### src/rtl/otp_prog_pkg.sv
package otp_prog_pkg;

  typedef enum logic [2:0] {
    ST_IDLE  = 3'd0,
    ST_SETUP = 3'd1,
    ST_PULSE = 3'd2,
    ST_GAP   = 3'd3,
    ST_HOLD  = 3'd4,
    ST_RECOV = 3'd5
  } eng_state_t;

  localparam logic [1:0] SEL_BOTH = 2'd0;
  localparam logic [1:0] SEL_NORM = 2'd1;
  localparam logic [1:0] SEL_RED  = 2'd2;
  localparam logic [1:0] SEL_RSVD = 2'd3;

endpackage

### src/rtl/otp_pbuf.sv
module otp_pbuf #(
  parameter int DATA_W = 32,
  parameter int ADDR_W = 10
) (
  input  logic              clk,
  input  logic              rst,
  input  logic              prog_mode,
  input  logic              wr_data_en,
  input  logic [DATA_W-1:0] wr_data,
  input  logic              wr_addr_en,
  input  logic [ADDR_W-1:0] wr_addr,
  input  logic              take,
  output logic              empty,
  output logic [DATA_W-1:0] data_q,
  output logic [ADDR_W-1:0] addr_q
);

  always_ff @(posedge clk) begin
    if (rst) begin
      empty  <= 1'b1;
      data_q <= '0;
      addr_q <= '0;
    end else if (empty) begin
      if (wr_data_en) data_q <= wr_data;
      if (wr_addr_en) begin
        addr_q <= wr_addr;
        if (prog_mode) empty <= 1'b0;
      end
    end else if (take) begin
      empty <= 1'b1;
    end
  end

  // contents frozen while a request is pending
  a_r1_locked: assert property (@(posedge clk) disable iff (rst)
    !empty |=> ($stable(data_q) && $stable(addr_q)));

  // address write outside program mode launches nothing
  a_r2_no_launch: assert property (@(posedge clk) disable iff (rst)
    (empty && wr_addr_en && !prog_mode) |=> empty);

endmodule

### src/rtl/otp_tick_timer.sv
module otp_tick_timer #(
  parameter int CNT_W = 7
) (
  input  logic             clk,
  input  logic             rst,
  input  logic             tick,
  input  logic             load,
  input  logic [CNT_W-1:0] load_val,
  output logic             done
);

  logic [CNT_W-1:0] cnt;

  always_ff @(posedge clk) begin
    if (rst)                       cnt <= '0;
    else if (load)                 cnt <= load_val;
    else if (tick && cnt != '0)    cnt <= cnt - 1'b1;
  end

  assign done = tick && (cnt == '0);

  // the count moves only on a tick
  a_r11_tick_only: assert property (@(posedge clk) disable iff (rst)
    (!load && !tick) |=> $stable(cnt));

endmodule

### src/rtl/otp_pulse_seq.sv
module otp_pulse_seq
  import otp_prog_pkg::*;
#(
  parameter int DATA_W  = 32,
  parameter int ADDR_W  = 10,
  parameter int CNT_W   = 7,
  parameter int SETUP_W = 5,
  parameter int WIDTH_W = 5,
  parameter int GAP_W   = 3,
  parameter int HOLD_W  = 5,
  parameter int RECOV_W = 7,
  localparam int BIT_W  = $clog2(DATA_W)
) (
  input  logic               clk,
  input  logic               rst,
  input  logic               prog_mode,
  input  logic [1:0]         arr_sel,
  input  logic               req,
  input  logic [DATA_W-1:0]  req_data,
  input  logic [ADDR_W-1:0]  req_addr,
  input  logic [SETUP_W-1:0] t_setup,
  input  logic [WIDTH_W-1:0] t_width,
  input  logic [GAP_W-1:0]   t_gap,
  input  logic [HOLD_W-1:0]  t_hold,
  input  logic [RECOV_W-1:0] t_recov,
  input  logic               tmr_done,
  output logic               tmr_load,
  output logic [CNT_W-1:0]   tmr_val,
  output logic               take,
  output logic               prog_ready,
  output logic               pgm_en,
  output logic               pulse_norm,
  output logic               pulse_red,
  output logic [ADDR_W-1:0]  prog_addr,
  output logic [BIT_W-1:0]   prog_bit
);

  localparam logic [DATA_W-1:0] ONE = {{(DATA_W-1){1'b0}}, 1'b1};

  eng_state_t        state, nxt;
  logic              pass_red, both_left, pm_q;
  logic [1:0]        sel_eff;
  logic [DATA_W-1:0] work, keep, rem;
  logic [BIT_W-1:0]  cur_bit;
  logic [ADDR_W-1:0] cur_addr;

  function automatic logic [BIT_W-1:0] lowest_set(input logic [DATA_W-1:0] v);
    logic [BIT_W-1:0] idx;
    idx = '0;
    for (int i = DATA_W - 1; i >= 0; i--)
      if (v[i]) idx = BIT_W'(i);
    return idx;
  endfunction

  assign rem = work & ~(ONE << cur_bit);

  always_comb begin
    nxt      = state;
    tmr_load = 1'b0;
    tmr_val  = '0;
    take     = 1'b0;
    case (state)
      ST_IDLE: if (req) begin
        nxt = ST_SETUP; tmr_load = 1'b1; tmr_val = CNT_W'(t_setup); take = 1'b1;
      end
      ST_SETUP: if (tmr_done) begin
        tmr_load = 1'b1;
        if (work != '0) begin nxt = ST_PULSE; tmr_val = CNT_W'(t_width); end
        else            begin nxt = ST_HOLD;  tmr_val = CNT_W'(t_hold);  end
      end
      ST_PULSE: if (tmr_done) begin
        tmr_load = 1'b1;
        if (rem != '0 || (both_left && !pass_red)) begin
          nxt = ST_GAP; tmr_val = CNT_W'(t_gap);
        end else begin
          nxt = ST_HOLD; tmr_val = CNT_W'(t_hold);
        end
      end
      ST_GAP: if (tmr_done) begin
        nxt = ST_PULSE; tmr_load = 1'b1; tmr_val = CNT_W'(t_width);
      end
      ST_HOLD: if (tmr_done) begin
        nxt = ST_RECOV; tmr_load = 1'b1; tmr_val = CNT_W'(t_recov);
      end
      ST_RECOV: if (tmr_done) nxt = ST_IDLE;
      default: nxt = ST_IDLE;
    endcase
  end

  always_ff @(posedge clk) begin
    if (rst) begin
      state      <= ST_IDLE;
      prog_ready <= 1'b1;
      pass_red   <= 1'b0;
      both_left  <= 1'b0;
      pm_q       <= 1'b0;
      sel_eff    <= SEL_BOTH;
      work       <= '0;
      keep       <= '0;
      cur_bit    <= '0;
      cur_addr   <= '0;
    end else begin
      state      <= nxt;
      prog_ready <= (nxt == ST_IDLE);
      pm_q       <= prog_mode;
      if (prog_mode && !pm_q) sel_eff <= arr_sel;
      case (state)
        ST_IDLE: if (req) begin
          keep      <= req_data;
          cur_addr  <= req_addr;
          work      <= (sel_eff == SEL_RSVD) ? '0 : req_data;
          pass_red  <= (sel_eff == SEL_RED);
          both_left <= (sel_eff == SEL_BOTH);
        end
        ST_SETUP: if (tmr_done && work != '0) cur_bit <= lowest_set(work);
        ST_PULSE: if (tmr_done) begin
          if (rem == '0 && both_left && !pass_red) begin
            work      <= keep;
            pass_red  <= 1'b1;
            both_left <= 1'b0;
          end else begin
            work <= rem;
          end
        end
        ST_GAP: if (tmr_done) cur_bit <= lowest_set(work);
        default: ;
      endcase
    end
  end

  assign pgm_en     = (state == ST_SETUP) || (state == ST_PULSE) ||
                      (state == ST_GAP)   || (state == ST_HOLD);
  assign pulse_norm = (state == ST_PULSE) && !pass_red;
  assign pulse_red  = (state == ST_PULSE) &&  pass_red;
  assign prog_addr  = cur_addr;
  assign prog_bit   = cur_bit;

  // a pulse only ever targets a bit that is 1 in the captured word
  a_r5_bit_is_set: assert property (@(posedge clk) disable iff (rst)
    (pulse_norm || pulse_red) |-> keep[cur_bit]);

  // engine never reports ready while the cell is enabled
  a_r3_busy_when_enabled: assert property (@(posedge clk) disable iff (rst)
    pgm_en |-> !prog_ready);

  // dropping the enable leads into recovery, not straight to idle
  a_r7_recovery_follows: assert property (@(posedge clk) disable iff (rst)
    $fell(pgm_en) |-> !prog_ready);

  // reserved select never produces a pulse
  a_r8_rsvd_silent: assert property (@(posedge clk) disable iff (rst)
    (state == ST_IDLE && req && sel_eff == SEL_RSVD) |=> (work == '0));

endmodule

### src/rtl/otp_prog_engine.sv
module otp_prog_engine #(
  parameter int DATA_W  = 32,
  parameter int ADDR_W  = 10,
  parameter int SETUP_W = 5,
  parameter int WIDTH_W = 5,
  parameter int GAP_W   = 3,
  parameter int HOLD_W  = 5,
  parameter int RECOV_W = 7,
  localparam int BIT_W  = $clog2(DATA_W)
) (
  input  logic               clk,
  input  logic               rst,
  input  logic               prog_mode,
  input  logic [1:0]         arr_sel,
  input  logic               us_tick,
  input  logic [SETUP_W-1:0] t_setup,
  input  logic [WIDTH_W-1:0] t_width,
  input  logic [GAP_W-1:0]   t_gap,
  input  logic [HOLD_W-1:0]  t_hold,
  input  logic [RECOV_W-1:0] t_recov,
  input  logic               wr_data_en,
  input  logic [DATA_W-1:0]  wr_data,
  input  logic               wr_addr_en,
  input  logic [ADDR_W-1:0]  wr_addr,
  output logic               buf_empty,
  output logic               prog_ready,
  output logic [DATA_W-1:0]  buf_data,
  output logic [ADDR_W-1:0]  buf_addr,
  output logic               pgm_en,
  output logic               pulse_norm,
  output logic               pulse_red,
  output logic [ADDR_W-1:0]  prog_addr,
  output logic [BIT_W-1:0]   prog_bit
);

  localparam int MAX_A = (SETUP_W > WIDTH_W) ? SETUP_W : WIDTH_W;
  localparam int MAX_B = (GAP_W > HOLD_W) ? GAP_W : HOLD_W;
  localparam int MAX_C = (MAX_A > MAX_B) ? MAX_A : MAX_B;
  localparam int CNT_W = (MAX_C > RECOV_W) ? MAX_C : RECOV_W;

  logic             take, tmr_load, tmr_done;
  logic [CNT_W-1:0] tmr_val;

  otp_pbuf #(.DATA_W(DATA_W), .ADDR_W(ADDR_W)) u_pbuf (
    .clk(clk), .rst(rst), .prog_mode(prog_mode),
    .wr_data_en(wr_data_en), .wr_data(wr_data),
    .wr_addr_en(wr_addr_en), .wr_addr(wr_addr),
    .take(take), .empty(buf_empty), .data_q(buf_data), .addr_q(buf_addr)
  );

  otp_tick_timer #(.CNT_W(CNT_W)) u_timer (
    .clk(clk), .rst(rst), .tick(us_tick),
    .load(tmr_load), .load_val(tmr_val), .done(tmr_done)
  );

  otp_pulse_seq #(
    .DATA_W(DATA_W), .ADDR_W(ADDR_W), .CNT_W(CNT_W),
    .SETUP_W(SETUP_W), .WIDTH_W(WIDTH_W), .GAP_W(GAP_W),
    .HOLD_W(HOLD_W), .RECOV_W(RECOV_W)
  ) u_seq (
    .clk(clk), .rst(rst), .prog_mode(prog_mode), .arr_sel(arr_sel),
    .req(!buf_empty), .req_data(buf_data), .req_addr(buf_addr),
    .t_setup(t_setup), .t_width(t_width), .t_gap(t_gap),
    .t_hold(t_hold), .t_recov(t_recov),
    .tmr_done(tmr_done), .tmr_load(tmr_load), .tmr_val(tmr_val),
    .take(take), .prog_ready(prog_ready), .pgm_en(pgm_en),
    .pulse_norm(pulse_norm), .pulse_red(pulse_red),
    .prog_addr(prog_addr), .prog_bit(prog_bit)
  );

endmodule

### config.mk
export PLATFORM = sky130hd
export DESIGN_NAME = otp_prog_engine
export DESIGN_NICKNAME = d
export VERILOG_FILES = /design/src/rtl/otp_prog_pkg.sv /design/src/rtl/otp_pbuf.sv /design/src/rtl/otp_tick_timer.sv /design/src/rtl/otp_pulse_seq.sv /design/src/rtl/otp_prog_engine.sv
export SDC_FILE = /design/constraint.sdc
export NUM_CORES = 1
export LEC_CHECK = 0
export CORE_UTILIZATION = 52
export DETAILED_ROUTE_END_ITERATION = 6
export DONT_BUFFER_PORTS = 1
export PLACE_DENSITY = 0.67
export SYNTH_ARGS = -nofsm -noshare
export SYNTH_HDL_FRONTEND = slang
export SYNTH_SLANG_ARGS = --single-unit
### constraint.sdc
create_clock -name clk -period 6.8 [get_ports clk]
set_input_delay 0.68 -clock clk [delete_from_list [all_inputs] [get_ports clk]]
set_output_delay 0.68 -clock clk [all_outputs]
set_load 0.05 [all_outputs]
# Yosys cells after proc, flatten, opt, wreduce, memory -nomap -nowiden
# Index checks and enable logic that the tools add are counted.
# op_classes
addsub	1
eq_ne	12
n_shift	1
muxes	75
bitwise	3
reduce_logical	33
# op_table
cell	n
$mux W5	38
$mux W32	4
$pmux W32 S2	1
$reduce_bool A32 Y1	2
$mux W7	5
$pmux W7 S5	1
$and A32 B32 Y32	1
$logic_not A32 Y1	1
$not A32 Y32	1
$shl A1 B5 Y32 const A	1
$mux W3	8
$pmux W3 S6	1
$mux W1	13
$pmux W5 S2	1
$logic_and A1 B1 Y1	9
$ne A2 B1 Y1 const B	4
$logic_not A7 Y1	1
$reduce_bool A7 Y1	1
$sub A7 B1 Y7 const B	1
$eq A3 B2 Y1 const B	2
$eq A3 B3 Y1 const B	2
$logic_not A3 Y1	2
$pmux W1 S2	3
$reduce_and A2 Y1	3
other kinds (11)	19
# word_totals
register_bits	138
input_bits	75
output_inout_bits	62

# Depth between registers and ports, before layout
# Gate-level depths: netlist (run 1).
# logic_depth
word_depth	34
ltp_mapped	11

# Hierarchy
# Synthesis (run 1) repeated with hierarchy kept, for this count alone.
# hier_totals
cells_unflattened	885
area_unflattened_um2	7384.6
# by_module_without_submodules
mod	n_inst	cells_each	area_per_inst_um2	seq_area_each_um2
otp_pulse_seq	1	632	4576.9	1761.7
otp_pbuf	1	196	2346.0	860.8
otp_tick_timer	1	56	457.9	140.1
otp_prog_engine	1	1	3.8	0.0

# Worst setup path after synthesis (run 1)
# OpenSTA, ideal clock, no wires.
# synth_timing
path_kind	register -> register
startpoint	reg u_seq.cur_bit[1], in the netlist u_seq.prog_bit[1]
endpoint	reg u_seq.work[13]
t_arrival_ps	2881
path_slack_ps	3839
stages_incl_launch_ff	11
n_path_buf	2
period_less_slack_ps	2961
path_cell_list	dfxtp_1 -> buf_2 -> or3b_1 -> o21ai_1 -> nand4_1 -> nor4_4 -> nand3_4 -> nor3_4 -> buf_8 -> a221oi_2 -> a211oi_2
# synth_via
elab_chain_len	9
# synth_rtl
element	line_no	text
start, declared	otp_pulse_seq.sv:44	logic [BIT_W-1:0] cur_bit;
start signal, assigned	otp_pulse_seq.sv:115	ST_SETUP: if (tmr_done && work != '0) cur_bit <= lowest_set(work);
start signal, assigned	otp_pulse_seq.sv:125	ST_GAP: if (tmr_done) cur_bit <= lowest_set(work);
$shl A1 B5 Y32 (*)	otp_pulse_seq.sv:55	assign rem = work & ~(ONE << cur_bit);
$not A32 Y32 (*)	otp_pulse_seq.sv:55	
$and A32 B32 Y32 (*)	otp_pulse_seq.sv:55	
$logic_not A32 Y1	otp_pulse_seq.sv:117	if (rem == '0 && both_left && !pass_red) begin
$logic_and A1 B1 Y1 (2 in series)	otp_pulse_seq.sv:117	
$mux W32 (*)	otp_pulse_seq.sv:117	
$mux W32 (*)	otp_pulse_seq.sv:116	ST_PULSE: if (tmr_done) begin
$pmux W32 S2 (*)	otp_pulse_seq.sv:107	case (state)
end signal, assigned	otp_pulse_seq.sv:111	work <= (sel_eff == SEL_RSVD) ? '0 : req_data;
end signal, assigned	otp_pulse_seq.sv:118	work <= keep;
end signal, assigned	otp_pulse_seq.sv:122	work <= rem;
end, declared	otp_pulse_seq.sv:43	logic [DATA_W-1:0] work, keep, rem;
# Every way passes the cells marked *; elsewhere a longest branch is shown, timed or not. The select of a mux whose other input is x is not followed.
# A chain may end at the register's enable or synchronous reset.

# Worst setup path in the final report (run 1)
# layout_timing
startpoint	reg u_seq.cur_bit[1], in the netlist u_seq.prog_bit[1]
endpoint	reg u_seq.work[14]
# The elaborated chain is that of the path after synthesis.

==> run_results.csv, run 1 <==
group,metric,value,unit
global_route,number_of_global_route_vias_before_repair,5542,
synthesis,post_synth_inst_count,859,
clocking,cts_tree,"yes",
critical_path,critical_path.max_stage_delay,0.83,ns
place,place.port_buffers,0,
clocking,postCtsSetupBuffers,0,
synthesis,synth.distinct_cells,66,
synthesis,synthMuxAreaShare,0.7403,%
clocking,cts_hold_repair.buffers,0,
synthesis,ys_top_cells_by_area,"sky130_fd_sc_hd__dfxtp_1 41%, sky130_fd_sc_hd__nand2_1 11%, sky130_fd_sc_hd__a21oi_1 8.7%",
sta,final.min_clock_period,4.272,ns
global_route,grt_start_max_net_pins,138,
clocking,cts.path.max_buffers,2,
synthesis,leading_register_cell_type_out_of_synthesis,"sky130_fd_sc_hd__dfxtp_1",
layout,final_nets,898,
pwr,pwr-share-seq,40.5,%
synthesis,synth_top_area_share,40.87,%
global_route,grt_overflow,0,
sta,setup_violations,0,
critical_path,sequence_of_cells_on_the_critical_path,"nand3b_1 > o21ai_0 > nand4_1 > nor4_4 > nand3_4 > nor3_4 > buf_4 > a222oi_1 > a211oi_1",
critical_path,cp.buffers_inverters,1,
place,detailedPlacementHpwl,13000,um
pwr,power_switching_share,35.66,%
sta,tns,0,ns
synthesis,synthesis_warning_total,0,
floorplanning,placeableCoreArea,12670,um2
pwr,logic_pwr_share,24.9,%
pwr,ir_drop,0.1942,mV
critical_path,critPathSlowestCell,"sky130_fd_sc_hd__dfxtp_1",
drt,drc,0,
synthesis,post_synth.cell_area_avg,7.870,um2
sta,fmaxAchievable,234.1,MHz
layout,antenna_cells,0,
synthesis,synth_top_area_cell,"sky130_fd_sc_hd__dfxtp_1",
clocking,clk_pin_slew_worst_paths,0.06,ns
min_path,worst_hold_startpoint,"rst",
critical_path,critical_path_required,7.13,ns
clocking,tritoncts.num_buffers,17,
pwr,static-leakage-power,2.449,nW
synthesis,synth_adder_area_share,0.1851,%
drt,vias,6224,
synthesis,seq_area_frac_synth,40.87,%
synthesis,yosys.area_share.xor_xnor,0.6478,%
synthesis,syn-cell-area,6760,um2
outcome,status,"completed",
sta,worst-slew-pin-transition,1.244,ns
global_route,grt_first_pass_wirelength,29490,um
sta,worst_clock_skew,0.01125,ns
floorplanning,die_h,116.0,um
layout,multi_input_comb_area,3679,um2
floorplanning,die_area,13460,um2
layout,finalInstanceArea,7332,um2
drt,postRouteAntennaNets,0,
critical_path,criticalPathCategory,"register to register",
sta,rsz0062_at_grt,"false",
critical_path,r2r_start,"u_seq.prog_bit[1]",
floorplanning,initial_core_util,53.35,%
sta,timing.final.hold_violations,0,
synthesis,postSynth.asyncResetShare,0,%
drt,drt_pre_antenna_iters,5,
min_path,hp-class,"input port to register",
pwr,power.switching,932.8,uW
critical_path,critPathTopFamily,"simple AND/OR/NAND/NOR gates",
pwr,cellInternalPower,1.683,mW
global_route,grt_usage,28.65,%
sta,final.period_utilization,62.82,%
job,timing.max_cap.violations,0,
synthesis,synth_simple_gate_area_share,25.34,%
clocking,clk_latency,0.42,ns
synthesis,postSynthNetCount,935,
synthesis,ys_ff_latch,138,
critical_path,crit_path_start_kind,"register",
synthesis,synth_edf_count,0,
layout,sequential_cell_area,2763,um2
sta,slew_violations,0,
critical_path,worstPathArrival,4.60,ns
critical_path,setup.worst_path.start,"u_seq.prog_bit[1]",
clocking,clockRootBuffer,"sky130_fd_sc_hd__clkbuf_16",
layout,flow.area_growth_from_synthesis,8.458,%
clocking,htree_num_levels,4,
layout,drive_above_1_share,11.04,%
synthesis,synth_top_family_by_area,"compound AO/OA/AOI/OAI gates",
synthesis,post_synth_most_frequent_cells,"195 x sky130_fd_sc_hd__nand2_1, 138 x sky130_fd_sc_hd__dfxtp_1, 117 x sky130_fd_sc_hd__a21oi_1, 88 x sky130_fd_sc_hd__nor2_1, 46 x sky130_fd_sc_hd__clkbuf_1",
global_route,antenna_found_initial,0,
drt,detailedRoute.firstIterationViolations,737,
sta,final_critical_path_setup_slack,2.528,ns
critical_path,crit_path_max_fanout,19,
drt,wire_per_inst,19.13,um
sta,worst_slew_margin_rel,16.50,%
place,detailedPlace.worstSlack,2.528,ns
critical_path,critPathCaptureType,"register",
synthesis,synth-compound-area-share,27.08,%
place,globalplace.congestion,0.9131,
place,dpl_cell_area,6758,um2
pwr,power-per-cell-area,356.7,nW/um2
drt,route.detailed.vias_per_inst,6.193,
floorplanning,std_cell_rows,41,
layout,fillerInstances,1191,
clocking,cts.sink_count,138,
drt,drt_wl_total,19230,um
clocking,ctsResizeCount,0,
synthesis,synth.most_common_cell,"sky130_fd_sc_hd__nand2_1",
pwr,power_frac_clock,34.5,%
floorplanning,die_width,116.0,um
floorplanning,num_io_pins,137,
==> area by class of cell <==
type | count | share of cell area, %
clock buffer | 20 | 6.229
multi-input combinational | 646 | 50.17
timing repair buffer | 8 | 0.8191
inverter | 11 | 0.5631
sequential | 138 | 37.68
tap | 172 | 2.935
clock inverter | 10 | 1.604
==> through the flow <==
| step | cells | hold slack, ns | total power [mW] | utilization, % |
|---|---|---|---|---|
| after floorplan | 859 | 0.4360 | 1.577 | - |
| after global placement | 975 | 0.4401 | 1.706 | 53.33 |
| after detailed placement | 975 | 0.4462 | 1.718 | 53.33 |
| after CTS | 1005 | 0.3216 | 2.617 | 57.87 |
| after global routing | 1005 | 0.3205 | 2.739 | 57.87 |
| final | 1005 | 0.3413 | 2.616 | 57.87 |
==> logic make-up after synthesis <==
kind of cell,count (synthesis)
AOI/OAI and AO/OA,256
xor gates and xnor gates,5
adders and majority gates,1
buffers and inverters,75
DFF,138
muxes,5
and+or+nand+nor,379
==> final timing paths <==
path / endpoint / slack (ns) / depth (start not counted)
max: u_seq.work[14] / 2.53 / 9
max reg2reg: u_seq.work[14] / 2.53 / 9
min: u_seq.prog_addr[9] / 0.34 / 1
min reg2reg: u_seq.keep[11] / 0.46 / 2
==> flip-flops by register name, summed over array words and instances, names as in the netlist <==
signal and cells:
u_seq.pass_red 1, u_pbuf.addr_q 10, u_seq.pm_q 1, u_seq.work 32
u_pbuf.data_q 32, u_seq.prog_addr 10, u_seq.prog_bit 5, u_seq.state 3
u_seq.keep 32, u_seq.sel_eff 2, u_seq.both_left 1, u_seq.prog_ready 1
u_timer.cnt 7, u_pbuf.empty 1
==> layer usage <==
| layer | wire length, um | track usage [%] |
|---|---|---|
| met3 | 1553 | 7.950 |
| met5 | 0 | 0 |
| met1 | 8661 | 38.66 |
| met2 | 8769 | 45.04 |
| met4 | 244 | 7.436 |
==> worst register-to-register path: stages, from the launching register on <==
cell                       delay (ns)
sky130_fd_sc_hd__dfxtp_1         0.83
sky130_fd_sc_hd__nand3b_1        0.37
sky130_fd_sc_hd__o21ai_0         0.53
sky130_fd_sc_hd__nand4_1         0.24
sky130_fd_sc_hd__nor4_4          0.36
sky130_fd_sc_hd__nand3_4         0.18
sky130_fd_sc_hd__nor3_4          0.78
sky130_fd_sc_hd__buf_4           0.46
sky130_fd_sc_hd__a222oi_1        0.17
sky130_fd_sc_hd__a211oi_1        0.28
==> power groups by stage <==
| stage | logic (mW) | clock network, mW | registers (mW) |
|---|---|---|---|
| floorplan | 0.539 | 0 | 1.04 |
| global placement | 0.632 | 0 | 1.07 |
| detailed placement | 0.643 | 0 | 1.07 |
| CTS | 0.647 | 0.912 | 1.06 |
| global route | 0.714 | 0.953 | 1.07 |
| finish | 0.652 | 0.904 | 1.06 |
==> placed cells by master, fill, tap and decap left out, drive strengths merged, types with 5 or more instances in the layout <==
cell | netlist | layout
nand2 | 195 | 195
dfxtp | 138 | 138
a21oi | 117 | 117
nor2 | 88 | 88
o21ai | 37 | 37
a211oi | 27 | 27
a221oi | 24 | 24
nor3 | 20 | 20
clkbuf | 46 | 20
nand3 | 15 | 15
nor4 | 15 | 15
inv | 11 | 13
o31ai | 9 | 9
and2 | 8 | 8
buf | 18 | 8
nand3b | 7 | 7
nand2b | 7 | 7
a22oi | 6 | 6
nand4 | 6 | 6
mux2i | 5 | 5
o211ai | 5 | 5
clkinv | 0 | 5
No activity file was read; power rests on OpenSTA's default activity.
==> run 2, diff against run 1 <==
ABC_AREA = 1   (was unset)
PLACE_DENSITY = 0.7   (was 0.67)
clock period = 3.7 ns   (was 6.8 ns; I/O delays follow)
==> run_results.csv, run 2 <==
group,metric,value,unit
layout,mostFrequentLayoutCells,"176 x sky130_fd_sc_hd__o21ai_0, 149 x sky130_fd_sc_hd__nor2_1, 138 x sky130_fd_sc_hd__dfxtp_1, 111 x sky130_fd_sc_hd__inv_1, 109 x sky130_fd_sc_hd__nand2_1",
global_route,grt_usage,28.77,%
layout,sequential_cell_area,2763,um2
synthesis,synth_edf_count,0,
global_route,number_of_global_route_vias_before_repair,5630,
drt,wire_per_inst,16.17,um
clocking,clockRootBuffer,"sky130_fd_sc_hd__clkbuf_16",
outcome,status,"completed",
critical_path,crit_path_max_fanout,5,
sta,worst_clock_skew,0.008541,ns
pwr,static-leakage-power,2.971,nW
clocking,htree_num_levels,4,
global_route,antenna_found_initial,0,
min_path,worst_hold_startpoint,"rst",
synthesis,post_synth.cell_area_avg,6.835,um2
clocking,ctsResizeCount,0,
min_path,min_path_cells,1,
clocking,cts_tree,"yes",
critical_path,rr_worst_depth,14,
layout,flow.area_growth_from_synthesis,11.69,%
sta,worst_slew_margin_rel,17.95,%
layout,final_nets,1030,
job,timing.max_cap.violations,0,
layout,fillerInstances,1197,
critical_path,crit_path_frequent_cell,"sky130_fd_sc_hd__inv_2",
sta,setup_violations,0,
floorplanning,std_cell_rows,40,
synthesis,syn-cell-area,6636,um2
synthesis,postSynth.asyncResetShare,0,%
sta,worst_hold_slack,0.01836,ns
critical_path,sequence_of_cells_on_the_critical_path,"inv_2 > nor2_2 > nand3_1 > o21ai_0 > nand4_1 > nor3_2 > nand2_1 > nor2_4 > inv_2 > nor2_1 > o21ai_1 > a221oi_1 > a21o_1 > a21oi_1",
layout,antenna_cells,0,
min_path,holdPathEnd,"u_timer.cnt[0]",
critical_path,criticalPathCategory,"register to register",
pwr,design_power_total,5.976,mW
critical_path,r2r_start,"u_seq.prog_bit[1]",
clocking,cts.path.max_buffers,2,
layout,multi_input_comb_area,3216,um2
place,detailedPlace.worstSlack,0.6552,ns
pwr,power-per-cell-area,806.2,nW/um2
place,globalplace.congestion,0.9686,
synthesis,ys_ff_latch,138,
place,place.port_buffers,0,
layout,final_common_cell,"sky130_fd_sc_hd__o21ai_0",
clocking,clk_latency,0.42,ns
min_path,hp-class,"input port to register",
global_route,grt_first_pass_wirelength,29330,um
critical_path,critical_path.max_stage_delay,0.78,ns
synthesis,seq_area_frac_synth,41.63,%
place,detailedPlacementHpwl,12830,um
layout,layout.cells.non_filler,1134,
layout,post-route-util,60.70,%
synthesis,synth_top_area_share,41.63,%
pwr,ir_drop,0.4703,mV
sta,worst-slew-pin-transition,1.228,ns
sta,tns,0,ns
synthesis,leading_register_cell_type_out_of_synthesis,"sky130_fd_sc_hd__dfxtp_1",
synthesis,synthesis_warning_total,0,
critical_path,critPathSlowestCell,"sky130_fd_sc_hd__dfxtp_1",
drt,drt_wl_total,18340,um
synthesis,post_synth_most_frequent_cells,"176 x sky130_fd_sc_hd__o21ai_0, 149 x sky130_fd_sc_hd__nor2_1, 138 x sky130_fd_sc_hd__dfxtp_1, 113 x sky130_fd_sc_hd__inv_1, 109 x sky130_fd_sc_hd__nand2_1",
sta,final.period_utilization,82.97,%
floorplanning,die_width,115.0,um
drt,postRouteAntennaNets,0,
clocking,cts.sink_count,138,
global_route,grt_start_max_net_pins,77,
synthesis,synth.distinct_cells,41,
synthesis,post_synth_inst_count,971,
synthesis,ys_top_cells_by_area,"sky130_fd_sc_hd__dfxtp_1 42%, sky130_fd_sc_hd__o21ai_0 13%, sky130_fd_sc_hd__nor2_1 8.4%",
drt,drt_pre_antenna_iters,7,
synthesis,synth.most_common_cell,"sky130_fd_sc_hd__o21ai_0",
floorplanning,die_h,115.0,um
sta,slew_violations,0,
critical_path,rrSetupSlack,0.63,ns
clocking,tritoncts.num_buffers,17,
clocking,clk_pin_slew_worst_paths,0.06,ns
layout,finalInstanceArea,7412,um2
sta,final.min_clock_period,3.070,ns
critical_path,regToRegEndpoint,"u_timer.cnt[1]",
sta,rsz0062_at_grt,"false",
critical_path,critical_path_required,4.01,ns
sta,final_critical_path_setup_slack,0.6302,ns
drt,detailedRoute.firstIterationViolations,552,
drt,drc,0,
sta,timing.final.hold_violations,0,
critical_path,crit_path_start_kind,"register",
critical_path,critPathCaptureType,"register",
drt,route.detailed.vias_per_inst,5.568,
layout,registers_with_the_most_flip_flops,"u_pbuf.data_q (32), u_seq.keep (32), u_seq.work (32)",
drt,vias,6314,
global_route,grt_overflow,0,
synthesis,postSynthNetCount,1047,
layout,drive_above_1_share,7.971,%
place,dpl_cell_area,6787,um2
floorplanning,num_io_pins,137,
sta,fmaxAchievable,325.8,MHz
critical_path,worstPathArrival,3.38,ns
floorplanning,placeableCoreArea,12210,um2
floorplanning,initial_core_util,54.34,%
synthesis,synth_top_area_cell,"sky130_fd_sc_hd__dfxtp_1",
place,place.detailed.instances,1102,
floorplanning,die_area,13220,um2
run 2: cell count changes after synthesis, sizes merged, moves of 9 or more:
cell	previous run	this run
a21oi	117	55
a31oi	2	34
nand2	195	109
inv	11	119
a211oi	27	3
nor2	88	154
a221oi	24	4
nand3	15	57
nor4	15	6
o21ai	37	197
run 2: timing repair:
action,in CTS,in global routing
hold endpoints to repair,2,0
buffers inserted,0,0
hold buffers,1,0
run 2: where the power goes:
group	switching [mW]	internal, mW	leakage (nW)
Clock	0.661	1.10	0.285
Sequential	0.509	1.77	1.14
Combinational	1.30	0.630	1.55
Total	2.47	3.50	2.97
run 2: kinds of logic (layout without fill, tap and decap cells):
kind of cell    count (synthesis)  count (layout)  share of synthesized area [%]
fa+ha+maj                       1               1                         0.1885
simple gates                  345             345                          22.51
flops                         138             138                          41.63
buf+inv                       176             171                          10.14
xor+xnor                        3               3                         0.3960
compound gates                308             308                          25.13
run 2: worst max path at each step:
stage	from	to	slack (ns)	cells after the start
floorplan	u_seq.prog_bit[2]	u_timer.cnt[0]	1.12	17
global placement	u_seq.prog_bit[1]	u_seq.work[7]	0.68	13
detailed placement	u_seq.prog_bit[1]	u_timer.cnt[1]	0.66	14
CTS	u_seq.prog_bit[1]	u_timer.cnt[1]	0.64	14
global route	u_seq.prog_bit[1]	u_timer.cnt[1]	0.37	14
finish	u_seq.prog_bit[1]	u_timer.cnt[1]	0.63	14
run 2: area by class of cell:
type	instances	area share [%]
Inverter	122	6.178
Timing Repair Buffer	18	2.026
Sequential cell	138	37.27
Multi-Input combinational cell	657	43.38
Tap cell	168	2.836
Clock inverter	12	2.194
Clock buffer	19	6.111
run 2: critical path: cells and delay by family (launching register included):
| family | cells | cell delay (ns) |
|---|---|---|
| AOI/OAI and AO/OA | 5 | 0.82 |
| buffers and inverters | 2 | 0.22 |
| DFF | 1 | 0.78 |
| and+or+nand+nor | 7 | 1.14 |
run 2: routing by layer:
layer / vias up / wire (um) / track usage [%]
met3: 25 / 1589 / 7.855
li1: 3207 / - / -
met5: - / 0 / 0
met1: 2817 / 8578 / 39.72
met2: 265 / 7875 / 42.25
met4: 0 / 294 / 11.95
